**src/rtl/hwmon_irq_pkg.sv**
```systemverilog
// Package: shared register addresses and bit positions for the
// health-monitor interrupt aggregator.
// Assumes a 5-bit register address space.
package hwmon_irq_pkg;

    localparam int RA_W = 5;

    localparam logic [RA_W-1:0] A_CFG     = 5'd0;
    localparam logic [RA_W-1:0] A_ST_ANA  = 5'd1;   // primary status, read clears
    localparam logic [RA_W-1:0] A_ST_FAN  = 5'd2;
    localparam logic [RA_W-1:0] A_ST_GPIO = 5'd3;
    localparam logic [RA_W-1:0] A_ST_MISC = 5'd4;
    localparam logic [RA_W-1:0] A_MK_ANA  = 5'd5;
    localparam logic [RA_W-1:0] A_MK_FAN  = 5'd6;
    localparam logic [RA_W-1:0] A_MK_GPIO = 5'd7;
    localparam logic [RA_W-1:0] A_MK_MISC = 5'd8;
    localparam logic [RA_W-1:0] A_POL_LO  = 5'd9;
    localparam logic [RA_W-1:0] A_POL_HI  = 5'd10;
    localparam logic [RA_W-1:0] A_FAN_LIM = 5'd16;  // 16 + fan index

    localparam int CFG_EN  = 1;
    localparam int CFG_CLR = 2;
    localparam int CFG_AFC = 3;

    localparam int MISC_AFC   = 4;
    localparam int MISC_INTR  = 6;
    localparam int MISC_GLAST = 7;

endpackage

```
**src/rtl/hwmon_irq_regs.sv**
```systemverilog
// Module: software-writable configuration.
// Holds CFG, the four masks, the GPIO polarity and one limit per fan.
// Assumes NUM_FAN <= 16 so that all limits fit above A_FAN_LIM.
module hwmon_irq_regs
    import hwmon_irq_pkg::*;
#(
    parameter int DW      = 8,
    parameter int NUM_FAN = 8
) (
    input  logic                          clk,
    input  logic                          rst_n,
    input  logic                          wr_en,
    input  logic [RA_W-1:0]               wr_addr,
    input  logic [DW-1:0]                 wr_data,
    output logic [DW-1:0]                 cfg_q,
    output logic [DW-1:0]                 mask_ana,
    output logic [DW-1:0]                 mask_fan,
    output logic [DW-1:0]                 mask_gpio,
    output logic [DW-1:0]                 mask_misc,
    output logic [DW-1:0]                 pol_lo,
    output logic                          pol_hi,
    output logic [NUM_FAN-1:0][DW-1:0]    fan_lim
);

    // Purpose: load the control words on writes.
    always_ff @(posedge clk) begin
        if (!rst_n) begin
            cfg_q     <= '0;
            mask_ana  <= '0;
            mask_fan  <= '0;
            mask_gpio <= '0;
            mask_misc <= '0;
            pol_lo    <= '1;
            pol_hi    <= 1'b1;
        end else if (wr_en) begin
            case (wr_addr)
                A_CFG:     cfg_q     <= wr_data;
                A_MK_ANA:  mask_ana  <= wr_data;
                A_MK_FAN:  mask_fan  <= wr_data;
                A_MK_GPIO: mask_gpio <= wr_data;
                A_MK_MISC: mask_misc <= wr_data;
                A_POL_LO:  pol_lo    <= wr_data;
                A_POL_HI:  pol_hi    <= wr_data[0];
                default: ;
            endcase
        end
    end

    for (genvar g = 0; g < NUM_FAN; g++) begin : g_lim
        // Purpose: per-fan underspeed limit, resets to the maximum count.
        always_ff @(posedge clk) begin
            if (!rst_n)
                fan_lim[g] <= '1;
            else if (wr_en && wr_addr == (A_FAN_LIM + RA_W'(g)))
                fan_lim[g] <= wr_data;
        end
    end

endmodule

```
**src/rtl/hwmon_irq_fancmp.sv**
```systemverilog
// Module: turns one fan measurement into a one-hot underspeed strobe.
// A count strictly above the selected limit flags that fan.
// Assumes that an index at or beyond NUM_FAN flags nothing.
module hwmon_irq_fancmp #(
    parameter int DW      = 8,
    parameter int NUM_FAN = 8,
    localparam int FIDX_W = (NUM_FAN > 1) ? $clog2(NUM_FAN) : 1
) (
    input  logic                       meas_vld,
    input  logic [FIDX_W-1:0]          meas_idx,
    input  logic [DW-1:0]              meas_cnt,
    input  logic [NUM_FAN-1:0][DW-1:0] lim,
    output logic [NUM_FAN-1:0]         set_vec
);

    for (genvar g = 0; g < NUM_FAN; g++) begin : g_cmp
        // Purpose: flag fan g when it is reported slower than its limit.
        always_comb
            set_vec[g] = meas_vld && (meas_idx == FIDX_W'(g)) && (meas_cnt > lim[g]);
    end

endmodule

```
**src/rtl/hwmon_irq_class.sv**
```systemverilog
// Module: one latched interrupt class (analog or fan).
// Keeps sticky status bits, an interrupt latch and an arm flag.
// A clear drops the latch and disarms the class. Only this class's
// cycle-start pulse re-arms it.
// Assumes set strobes take priority over a same-cycle status clear.
module hwmon_irq_class #(
    parameter int W = 8
) (
    input  logic         clk,
    input  logic         rst_n,
    input  logic [W-1:0] set_vec,
    input  logic [W-1:0] mask,
    input  logic         cyc_start,
    input  logic         clr_stat,
    input  logic         clr_irq,
    output logic [W-1:0] stat,
    output logic         irq
);

    logic armed;
    logic hit;

    // Purpose: an unmasked event arriving in this cycle.
    always_comb hit = |(set_vec & ~mask);

    // Purpose: sticky status, cleared by a read of the primary word.
    always_ff @(posedge clk) begin
        if (!rst_n)
            stat <= '0;
        else
            stat <= (clr_stat ? '0 : stat) | set_vec;
    end

    // Purpose: arm flag; a clear disarms, a cycle start re-arms.
    always_ff @(posedge clk) begin
        if (!rst_n)
            armed <= 1'b1;
        else if (clr_irq)
            armed <= 1'b0;
        else if (cyc_start)
            armed <= 1'b1;
    end

    // Purpose: interrupt latch of this class.
    always_ff @(posedge clk) begin
        if (!rst_n)
            irq <= 1'b0;
        else if (clr_irq)
            irq <= 1'b0;
        else if (armed && hit)
            irq <= 1'b1;
    end

    p_clear_drops_latch_r6: assert property (@(posedge clk) disable iff (!rst_n)
        clr_irq |=> !irq);

    p_no_rearm_r7: assert property (@(posedge clk) disable iff (!rst_n)
        (!armed && !irq && !cyc_start) |=> !irq);

    p_status_sticky_r3: assert property (@(posedge clk) disable iff (!rst_n)
        (|set_vec) |=> ((stat & $past(set_vec)) == $past(set_vec)));

endmodule

```
**src/rtl/hwmon_irq_level.sv**
```systemverilog
// Module: unlatched level sources.
// Applies polarity to the GPIOs, adds chassis intrusion and
// reports whether any active, unmasked level source exists.
// Purely combinational; nothing here can be cleared.
module hwmon_irq_level #(
    parameter int DW = 8,
    localparam int NG = DW + 1
) (
    input  logic [NG-1:0] gpio_in,
    input  logic [DW-1:0] pol_lo,
    input  logic          pol_hi,
    input  logic          intrusion,
    input  logic [DW-1:0] mask_gpio,
    input  logic          mask_glast,
    input  logic          mask_intr,
    output logic [DW-1:0] gpio_stat,
    output logic          glast_stat,
    output logic          intr_stat,
    output logic          level_any
);

    logic [NG-1:0] pol;

    // Purpose: join both polarity words into one vector.
    always_comb pol = {pol_hi, pol_lo};

    for (genvar g = 0; g < DW; g++) begin : g_pol
        // Purpose: active when the pin matches its polarity bit.
        always_comb gpio_stat[g] = gpio_in[g] ^ ~pol[g];
    end

    // Purpose: the last GPIO and the intrusion level.
    always_comb begin
        glast_stat = gpio_in[NG-1] ^ ~pol[NG-1];
        intr_stat  = intrusion;
    end

    // Purpose: any active level source that its mask lets through.
    always_comb
        level_any = (|(gpio_stat & ~mask_gpio)) | (glast_stat & ~mask_glast)
                  | (intr_stat & ~mask_intr);

endmodule

```
**src/rtl/hwmon_irq_ctrl.sv**
```systemverilog
// Module: top of the health-monitor interrupt aggregator.
// Combines the two latched classes, the level sources and the
// fan-control one-shot into the registered active-low interrupt.
// Also decodes clear events and serves register reads.
// Assumes DW >= 8 so that the misc word holds bits 4, 6 and 7.
module hwmon_irq_ctrl
    import hwmon_irq_pkg::*;
#(
    parameter int DW      = 8,
    parameter int NUM_FAN = 8,
    localparam int FIDX_W = (NUM_FAN > 1) ? $clog2(NUM_FAN) : 1,
    localparam int NG     = DW + 1
) (
    input  logic              clk,
    input  logic              rst_n,
    input  logic              wr_en,
    input  logic [RA_W-1:0]   wr_addr,
    input  logic [DW-1:0]     wr_data,
    input  logic              rd_en,
    input  logic [RA_W-1:0]   rd_addr,
    output logic [DW-1:0]     rd_data,
    input  logic [DW-1:0]     ana_set,
    input  logic              ana_cycle_start,
    input  logic              fan_meas_vld,
    input  logic [FIDX_W-1:0] fan_meas_idx,
    input  logic [DW-1:0]     fan_meas_cnt,
    input  logic              fan_cycle_start,
    input  logic [NG-1:0]     gpio_in,
    input  logic              intrusion,
    input  logic              afc_event,
    input  logic              alert_resp_hit,
    output logic              int_n
);

    logic [DW-1:0]              cfg_q, mask_ana, mask_fan, mask_gpio, mask_misc, pol_lo;
    logic                       pol_hi;
    logic [NUM_FAN-1:0][DW-1:0] fan_lim;
    logic [NUM_FAN-1:0]         fan_set, fan_stat;
    logic [DW-1:0]              ana_stat, gpio_stat, misc_stat, rd_mux;
    logic                       ana_irq, fan_irq, afc_irq, afc_stat;
    logic                       glast_stat, intr_stat, level_any;
    logic                       rd_clear, clr_evt, afc_ev, int_on;

    hwmon_irq_regs #(.DW(DW), .NUM_FAN(NUM_FAN)) u_regs (
        .clk(clk), .rst_n(rst_n), .wr_en(wr_en), .wr_addr(wr_addr), .wr_data(wr_data),
        .cfg_q(cfg_q), .mask_ana(mask_ana), .mask_fan(mask_fan), .mask_gpio(mask_gpio),
        .mask_misc(mask_misc), .pol_lo(pol_lo), .pol_hi(pol_hi), .fan_lim(fan_lim)
    );

    hwmon_irq_fancmp #(.DW(DW), .NUM_FAN(NUM_FAN)) u_fancmp (
        .meas_vld(fan_meas_vld), .meas_idx(fan_meas_idx), .meas_cnt(fan_meas_cnt),
        .lim(fan_lim), .set_vec(fan_set)
    );

    // Purpose: decode the status-clearing read and the three clear events.
    always_comb begin
        rd_clear = rd_en && (rd_addr == A_ST_ANA);
        clr_evt  = rd_clear || cfg_q[CFG_CLR] || alert_resp_hit;
        afc_ev   = afc_event && cfg_q[CFG_AFC];
    end

    hwmon_irq_class #(.W(DW)) u_ana (
        .clk(clk), .rst_n(rst_n), .set_vec(ana_set), .mask(mask_ana),
        .cyc_start(ana_cycle_start), .clr_stat(rd_clear), .clr_irq(clr_evt),
        .stat(ana_stat), .irq(ana_irq)
    );

    hwmon_irq_class #(.W(NUM_FAN)) u_fan (
        .clk(clk), .rst_n(rst_n), .set_vec(fan_set), .mask(mask_fan[NUM_FAN-1:0]),
        .cyc_start(fan_cycle_start), .clr_stat(rd_clear), .clr_irq(clr_evt),
        .stat(fan_stat), .irq(fan_irq)
    );

    hwmon_irq_level #(.DW(DW)) u_level (
        .gpio_in(gpio_in), .pol_lo(pol_lo), .pol_hi(pol_hi), .intrusion(intrusion),
        .mask_gpio(mask_gpio), .mask_glast(mask_misc[MISC_GLAST]),
        .mask_intr(mask_misc[MISC_INTR]), .gpio_stat(gpio_stat),
        .glast_stat(glast_stat), .intr_stat(intr_stat), .level_any(level_any)
    );

    // Purpose: fan-control status bit, cleared by analog cycle start or primary read.
    always_ff @(posedge clk) begin
        if (!rst_n)
            afc_stat <= 1'b0;
        else
            afc_stat <= (afc_stat & ~(ana_cycle_start | rd_clear)) | afc_ev;
    end

    // Purpose: fan-control one-shot interrupt; a clear wins over everything.
    always_ff @(posedge clk) begin
        if (!rst_n)
            afc_irq <= 1'b0;
        else if (clr_evt)
            afc_irq <= 1'b0;
        else if (afc_ev && !mask_misc[MISC_AFC])
            afc_irq <= 1'b1;
        else if (ana_cycle_start)
            afc_irq <= 1'b0;
    end

    // Purpose: assemble the misc status word.
    always_comb begin
        misc_stat             = '0;
        misc_stat[MISC_AFC]   = afc_stat;
        misc_stat[MISC_INTR]  = intr_stat;
        misc_stat[MISC_GLAST] = glast_stat;
    end

    // Purpose: register read multiplexer.
    always_comb begin
        rd_mux = '0;
        case (rd_addr)
            A_CFG:     rd_mux = cfg_q;
            A_ST_ANA:  rd_mux = ana_stat;
            A_ST_FAN:  rd_mux = DW'(fan_stat);
            A_ST_GPIO: rd_mux = gpio_stat;
            A_ST_MISC: rd_mux = misc_stat;
            A_MK_ANA:  rd_mux = mask_ana;
            A_MK_FAN:  rd_mux = mask_fan;
            A_MK_GPIO: rd_mux = mask_gpio;
            A_MK_MISC: rd_mux = mask_misc;
            A_POL_LO:  rd_mux = pol_lo;
            A_POL_HI:  rd_mux = DW'(pol_hi);
            default: begin
                for (int j = 0; j < NUM_FAN; j++)
                    if (rd_addr == (A_FAN_LIM + RA_W'(j)))
                        rd_mux = fan_lim[j];
            end
        endcase
    end

    // Purpose: register the read data when a read is issued.
    always_ff @(posedge clk) begin
        if (!rst_n)
            rd_data <= '0;
        else if (rd_en)
            rd_data <= rd_mux;
    end

    // Purpose: combine the sources and apply the enable and clear bits.
    always_comb
        int_on = cfg_q[CFG_EN] && !cfg_q[CFG_CLR]
              && (ana_irq || fan_irq || afc_irq || level_any);

    // Purpose: registered active-low interrupt output.
    always_ff @(posedge clk) begin
        if (!rst_n)
            int_n <= 1'b1;
        else
            int_n <= !int_on;
    end

    p_disabled_quiet_r2: assert property (@(posedge clk) disable iff (!rst_n)
        !cfg_q[CFG_EN] |=> int_n);

    p_clear_bit_quiet_r2: assert property (@(posedge clk) disable iff (!rst_n)
        cfg_q[CFG_CLR] |=> int_n);

    p_primary_read_clears_r5: assert property (@(posedge clk) disable iff (!rst_n)
        (rd_clear && fan_set == '0 && ana_set == '0) |=> (fan_stat == '0 && ana_stat == '0));

    p_afc_off_r10: assert property (@(posedge clk) disable iff (!rst_n)
        !cfg_q[CFG_AFC] |=> !$rose(afc_stat));

    p_level_drives_r8: assert property (@(posedge clk) disable iff (!rst_n)
        (cfg_q[CFG_EN] && !cfg_q[CFG_CLR] && level_any) |=> !int_n);

endmodule

```
**config.mk**
```make
export PLATFORM = sky130hd
export DESIGN_NAME = hwmon_irq_ctrl
export DESIGN_NICKNAME = d
export VERILOG_FILES = /design/src/rtl/hwmon_irq_pkg.sv /design/src/rtl/hwmon_irq_regs.sv /design/src/rtl/hwmon_irq_fancmp.sv /design/src/rtl/hwmon_irq_class.sv /design/src/rtl/hwmon_irq_level.sv /design/src/rtl/hwmon_irq_ctrl.sv
export SDC_FILE = /design/constraint.sdc
export NUM_CORES = 1
export LEC_CHECK = 0
export ABC_AREA = 1
export BUFFER_PORTS_ARGS = -buffer_cell sky130_fd_sc_hd__buf_4
export CAP_MARGIN = 20
export CORE_MARGIN = 10
export CORE_UTILIZATION = 60
export CTS_BUF_LIST = sky130_fd_sc_hd__clkbuf_4 sky130_fd_sc_hd__clkbuf_8
export DETAILED_ROUTE_END_ITERATION = 10
export GPL_ROUTABILITY_DRIVEN = 0
export PLACE_DENSITY = 0.8
export SYNTH_ARGS = -nofsm -noshare
export SYNTH_HDL_FRONTEND = slang
export SYNTH_HIERARCHICAL = 1
export SYNTH_SLANG_ARGS = --single-unit
```
**constraint.sdc**
```tcl
create_clock -name clk -period 1.9 [get_ports clk]
set_input_delay 0.475 -clock clk [delete_from_list [all_inputs] [get_ports clk]]
set_output_delay 0.475 -clock clk [all_outputs]
set_load 0.005 [all_outputs]
```
==> impl_metrics.yaml, run 1 <==
status:
  status: "complete, no violations"
power_and_ir_drop:
  power_leakage_uw: 0.00640
  vdd.ir_drop.worst_v: 0.000605
  seq_power_share_pct: 47.9
  power.density_nw_per_um2: 603
  power_frac_clock_pct: 37.5
  switchingPower_uw: 1820
  internal_power_uw: 4710
  power_frac_comb_pct: 14.6
  sw_frac_of_total_pct: 27.8
synth:
  yosysTopAreaCell: "dfxtp_1"
  synth.area.top_cells: "dfxtp_1 (31%), nand2_1 (20%), inv_1 (10%)"
  ys_types: 29
  synth_top_cell_area_share_pct: 31.3
  yosysWarnings: 6
  synthArstFlopShare_pct: 0
  avgSynthCellArea_um2: 6.05
  synth_edf_count: 0
  syn_nets: 1640
  yosys-top-cells-count: "nand2_1 (496), inv_1 (249), nor2_1 (198), nand3_1 (170), dfxtp_1 (144)"
  syn-instance-count: 1520
  synth.most_common_cell: "nand2_1"
  synth-seq-area-share_pct: 31.3
  synth_ff_type: "dfxtp_1"
  yosys_register_bits: 144
  syn-cell-area_um2: 9200
critical_path:
  crit_required_ns: 2.29
  end_kind: "flop"
  start_kind: "flop"
  crit_fanout: 3
  crit_type: "flop to flop"
  cp.arrival_ns: 2.21
finish:
  layout.nets: 1759
  final_util_pct: 71.7
  syn2layout_area_growth_pct: 17.7
  fin_area_um2: 10800
  largest_register: "u_regs/fan_lim"
  drive_gt1_share_pct: 13.4
  num_antenna_cells: 0
  largest_reg_flops: 64
sta:
  finalMaxSlewViolations: 0
  whs_ns: 0.231
  final_hold_viol_count: 0
  fin_worst_skew_ns: 0.00900
  period_minus_slack_ns: 1.82
  fmax_mhz: 550
  tightest_slew_ns: 0.490
  fin_crit_sh_pct: 95.7
  slew_headroom_pct: 67.2
  rsz0062_at_grt: "no"
  setup_tns_ns: 0
  setup_violations: 0
grt:
  grt_overflow_total: 0
  grt_start_max_net_pins: 66
  grt_pass1_wl_mm: 46.0
  antenna_found_initial: 0
  grt_usage_pct: 28.4
  grt_pass1_vias: 9033
die:
  die_y_um: 144
  row_count: 45
  io_pins: 65
  start_util_pct: 61.0
  core_um2: 15100
  die_w_um: 144
  die_area_um2: 20700
route:
  wl_per_cell_um: 16.0
  first_pass_iters: 8
  drc_errors: 0
  route.vias.total: 9997
  viasPerCell: 5.44
  drtIter0Drc: 1365
  ant_nets: 0
  routed_wirelength_mm: 29.4
clock_tree:
  cts_tree: "done"
  cts_made_buffers: 17
  h-tree-depth: 4
  cts_root_buf: "clkbuf_8"
  cts.sinks: 144
  insertion_delay_ns: 0.46
  cts_buffer_depth: 2
  cts.clk_slew.worst_paths_ns: 0.08
place:
  hpwlAfterDp_mm: 22.4
  placed_cell_area_um2: 10400
  port-buffer-count: 64
flow_run:
  max_cap_viol_count: 0
worst_hold_path:
  min_path_type: "input port to flop"
[cell usage in the layout (no fill, tap or decap), types with 2 or more instances in the layout]
cell type / count
and2_1: 8
a21oi_1: 49
buf_12: 6
nor3_1: 5
nand2_1: 496
nand3_2: 3
a21o_1: 8
nand3b_1: 7
a21oi_2: 7
nor3_2: 3
nor2_2: 15
ha_1: 64
inv_1: 249
clkinv_2: 5
dfxtp_1: 142
nand4_1: 26
clkinv_4: 3
nor2_4: 2
nor2_1: 198
nand3_1: 170
o21ai_0: 4
nand2_2: 2
bufinv_16: 2
inv_2: 11
clkbuf_8: 20
buf_4: 137
dfxtp_2: 2
[worst paths after layout]
| path | start | endpoint | slack, ns | cells past startpoint |
|---|---|---|---|---|
| setup / recovery | u_regs/fan_lim[15] | u_fan/irq | 0.08 | 12 |
| hold / removal | ana_set[3] | u_ana/stat[3] | 0.23 | 3 |
| setup reg to reg | u_regs/fan_lim[15] | u_fan/irq | 0.08 | 12 |
| hold reg to reg | u_ana/armed | u_ana/irq | 0.46 | 2 |
[power groups by stage]
stage                     Combinational (uW)  Sequential [uW]  Clock, uW
after global placement                   908             3190          0
final                                    953             3130       2450
after floorplan                          504             3180          0
after CTS                                928             3130       2450
after global routing                    1050             3130       2580
after detailed placement                 924             3200          0
[per-stage QoR]
step	setup WS, ns	cells	total power, uW
after detailed placement	-0.324	1808	4120
final	0.0818	1839	6530
after global placement	-0.296	1808	4100
after floorplan	0.272	1520	3680
after global routing	0.0118	1839	6760
after CTS	0.00171	1839	6500
[final cells by class]
class	count	area, um^2
Multi-Input combinational cell	1073	5180
Fill cell	1316	4270
Sequential cell	144	2890
Timing Repair Buffer	143	1150
Inverter	260	976
Clock buffer	21	283
Tap cell	188	235
Clock inverter	10	111
[timing repair]
action / in CTS / in global routing
resized for setup: 0 / 9
buffers inserted: 0 / 0
hold buffers: 0 / 0
setup endpoints to repair: 0 / 1
[worst max-delay path: stages, from the launching register on]
cell and delay [ns]:
dfxtp_1 0.37, inv_1 0.09, ha_1 0.30, nand2_1 0.07
nor2_1 0.14, nand2_1 0.09, a21oi_2 0.22, nand2_1 0.10
nand2_1 0.09, nor2_1 0.05, nand2_1 0.07, nand2_1 0.06
a21oi_2 0.11
[logic make-up after synthesis]
group	count (synthesis)	share of synthesized area, %
and+or+nand+nor	939	43.2
buffers and inverters	303	12.6
DFF	144	31.3
AOI/OAI and AO/OA	70	4.13
adders and majority gates	64	8.71
[routing by layer]
layer / up-vias / wire length (um) / GRT usage, %
met5: - / 0 / 0
li1: 4913 / - / -
met4: 0 / 846 / 9.03
met3: 73 / 3410 / 7.16
met2: 553 / 12800 / 43.1
met1: 4458 / 12300 / 38.5
Note: power is estimated with default switching activity, not from simulation.
==> run 2: changes to the inputs <==
--- a/config.mk
+++ b/config.mk
@@ -5,7 +5,6 @@
 export SDC_FILE = /design/constraint.sdc
 export NUM_CORES = 1
 export LEC_CHECK = 0
-export ABC_AREA = 1
 export BUFFER_PORTS_ARGS = -buffer_cell sky130_fd_sc_hd__buf_4
 export CAP_MARGIN = 20
 export CORE_MARGIN = 10
@@ -14,6 +13,7 @@
 export DETAILED_ROUTE_END_ITERATION = 10
 export GPL_ROUTABILITY_DRIVEN = 0
 export PLACE_DENSITY = 0.8
+export SLEW_MARGIN = 20
 export SYNTH_ARGS = -nofsm -noshare
 export SYNTH_HDL_FRONTEND = slang
 export SYNTH_HIERARCHICAL = 1
==> run 2 against run 1 <==
  * Non-clock buffer count rose by 55
  * Worst setup slack worse by 0.16 ns
  * Register-to-register slack got worse by 0.16 ns
  * Global-route usage grew 0.92 points
  * Via count down 15%
  * Clock skew rose by 0.0059 ns
  * Critical path depth down 2
  * The run now ends with setup timing left
  * Cell count is 27% lower
  * Hold slack improved by 0.023 ns
  * Sequential share of layout area fell by 0.44 points
  * Flip-flop and latch count stayed put
==> impl_metrics.yaml, run 2 <==
clock_tree:
  insertion_delay_ns: 0.49
  cts_made_buffers: 17
  cts_buffer_depth: 2
  cts.sinks: 144
  cts_root_buf: "clkbuf_8"
  cts.clk_slew.worst_paths_ns: 0.09
  cts_tree: "done"
  h-tree-depth: 4
grt:
  grt_pass1_wl_mm: 45.7
  grt_overflow_total: 0
  grt_usage_pct: 29.4
  grt_pass1_vias: 8128
  grt_start_max_net_pins: 78
  antenna_found_initial: 0
die:
  io_pins: 65
  die_y_um: 142
  die_w_um: 142
  die_area_um2: 20100
  start_util_pct: 61.1
  core_um2: 14500
  row_count: 44
status:
  violations: "setup timing"
  status: "complete, but fails checks"
power_and_ir_drop:
  power_leakage_uw: 0.00547
  switchingPower_uw: 2030
  p_total_uw: 6680
  vdd.ir_drop.worst_v: 0.000626
  seq_power_share_pct: 46.4
  internal_power_uw: 4650
  power_frac_comb_pct: 15.4
  sw_frac_of_total_pct: 30.4
  power.density_nw_per_um2: 603
  power_frac_clock_pct: 38.2
synth:
  syn_nets: 1095
  synth_ff_type: "dfxtp_1"
  yosys_register_bits: 144
  yosysWarnings: 6
  syn-cell-area_um2: 8880
  syn-instance-count: 975
  synth.most_common_cell: "dfxtp_1"
  yosys-top-cells-count: "dfxtp_1 (144), mux2i_1 (124), nor2b_1 (96), nand2_1 (81), inv_1 (80)"
  synthArstFlopShare_pct: 0
  synth_edf_count: 0
  synth.area.top_cells: "dfxtp_1 (32%), mux2i_1 (14%), ha_1 (9.0%)"
  ys_types: 73
  yosysTopAreaCell: "dfxtp_1"
  avgSynthCellArea_um2: 9.11
  synth-seq-area-share_pct: 32.4
  synth_top_cell_area_share_pct: 32.4
route:
  route.vias.total: 8478
  first_pass_iters: 6
  drc_errors: 0
  wl_per_cell_um: 23.2
  ant_nets: 0
  viasPerCell: 6.33
  routed_wirelength_mm: 31.1
  drtIter0Drc: 1187
finish:
  mostFrequentLayoutCells: "buf_4 (192), dfxtp_1 (128), mux2i_1 (124)"
  num_antenna_cells: 0
  drive_gt1_share_pct: 27.9
  final_common_cell: "buf_4"
  largest_reg_flops: 64
  syn2layout_area_growth_pct: 24.6
  layout.nets: 1262
  fin_area_um2: 11100
  largest_register: "u_regs/fan_lim"
critical_path:
  cp_top_family: "compound AO/OA/AOI/OAI gates"
  crit_chain: "inv_1 -> ha_4 -> nor2b_1 -> o211ai_1 -> a21o_1 -> a31oi_4 -> inv_2 -> o22ai_2 -> nor4_2 -> o21ai_1"
  crit_required_ns: 2.27
  crit_type: "flop to flop"
  cp.arrival_ns: 2.36
  cpMaxStageDelayCell: "dfxtp_2"
  crit_fanout: 2
  start_kind: "flop"
  max_stage_delay_ns: 0.33
  end_kind: "flop"
  critPathBufInv: 2
sta:
  finalMaxSlewViolations: 0
  final_hold_viol_count: 0
  slew_headroom_pct: 57.8
  fin_worst_skew_ns: 0.0149
  fin_crit_sh_pct: 104
  whs_ns: 0.254
  tightest_slew_ns: 0.631
  fmax_mhz: 505
  rsz0062_at_grt: "yes"
  setup_violations: 1
  period_minus_slack_ns: 1.98
  setup_ws_ns: -0.0817
place:
  port-buffer-count: 64
  placed_cell_area_um2: 10400
  hpwlAfterDp_mm: 22.8
flow_run:
  max_cap_viol_count: 0
worst_hold_path:
  min_path_type: "input port to flop"
## run 2: cell types whose count changed after synthesis, sizes merged, moves of 17 or more
| cell | delta |
|---|---|
| a21boi | +17 |
| a21oi | -28 |
| inv | -179 |
| mux2i | +124 |
| nand2 | -409 |
| nand2b | +29 |
| nand3 | -157 |
| nor2 | -193 |
| nor2b | +96 |
## run 2: worst paths after layout
| kind | startpoint | to | slack, ns | depth (start not counted) |
|---|---|---|---|---|
| max | u_regs/fan_lim[49] | u_fan/irq | -0.08 | 10 |
| min | fan_cycle_start | u_fan/armed | 0.25 | 3 |
| max reg2reg | u_regs/fan_lim[49] | u_fan/irq | -0.08 | 10 |
| min reg2reg | u_ana/armed | u_ana/irq | 0.46 | 2 |
## run 2: area by class of cell
class / count / area (um^2)
timing repair buffer: 198 / 1550
multi-input combinational: 700 / 5670
sequential: 144 / 2900
inverter: 81 / 310
tap: 184 / 230
fill: 1019 / 3460
clock buffer: 17 / 234
clock inverter: 15 / 169
## run 2: metrics by stage
step	utilization, %	worst slack (ns)	setup TNS [ns]	std cells
after global placement	71.4	-0.300	-2.11	1301
after floorplan	-	-0.0610	-0.112	975
after global routing	76.2	-0.173	-0.286	1339
after CTS	75.2	-0.0567	-0.0567	1334
final	76.2	-0.0817	-0.0817	1339
after detailed placement	71.4	-0.345	-2.56	1301
## run 2: kinds of logic after synthesis
| logic type | synth area share, % |
|---|---|
| buf+inv | 6.55 |
| flops | 32.4 |
| simple gates | 21.4 |
| compound gates | 12.5 |
| xor+xnor | 0.887 |
| fa+ha+maj | 9.01 |
| mux | 17.1 |
## run 2: repair_timing
action / CTS / global route
hold buffers: 0 / 0
endpoints found under the setup margin: 2 / 5
resized for setup: 27 / 25
cloned: 0 / 0
buffers inserted: 1 / 5
pin swaps: 5 / 10
## run 2: power groups by stage
stage | Clock, uW | Combinational [uW] | Sequential, uW
floorplan | 0 | 494 | 3160
global placement | 0 | 934 | 3170
detailed placement | 0 | 953 | 3170
CTS | 2560 | 975 | 3100
global route | 2680 | 1080 | 3110
finish | 2550 | 1030 | 3100
## run 2: per-layer routing
layer  global-route usage (%)  part of all wire (%)
met3                     9.18                    13
met2                     42.9                    42
met5                        0                     0
met1                     38.4                    40
met4                     14.0                   4.9
## run 2: worst reg2reg max path, cell delays in order, from the launching register on
cell	delay [ns]
dfxtp_2	0.33
inv_1	0.14
ha_4	0.23
nor2b_1	0.15
o211ai_1	0.22
a21o_1	0.19
a31oi_4	0.10
inv_2	0.08
o22ai_2	0.06
nor4_2	0.29
o21ai_1	0.09
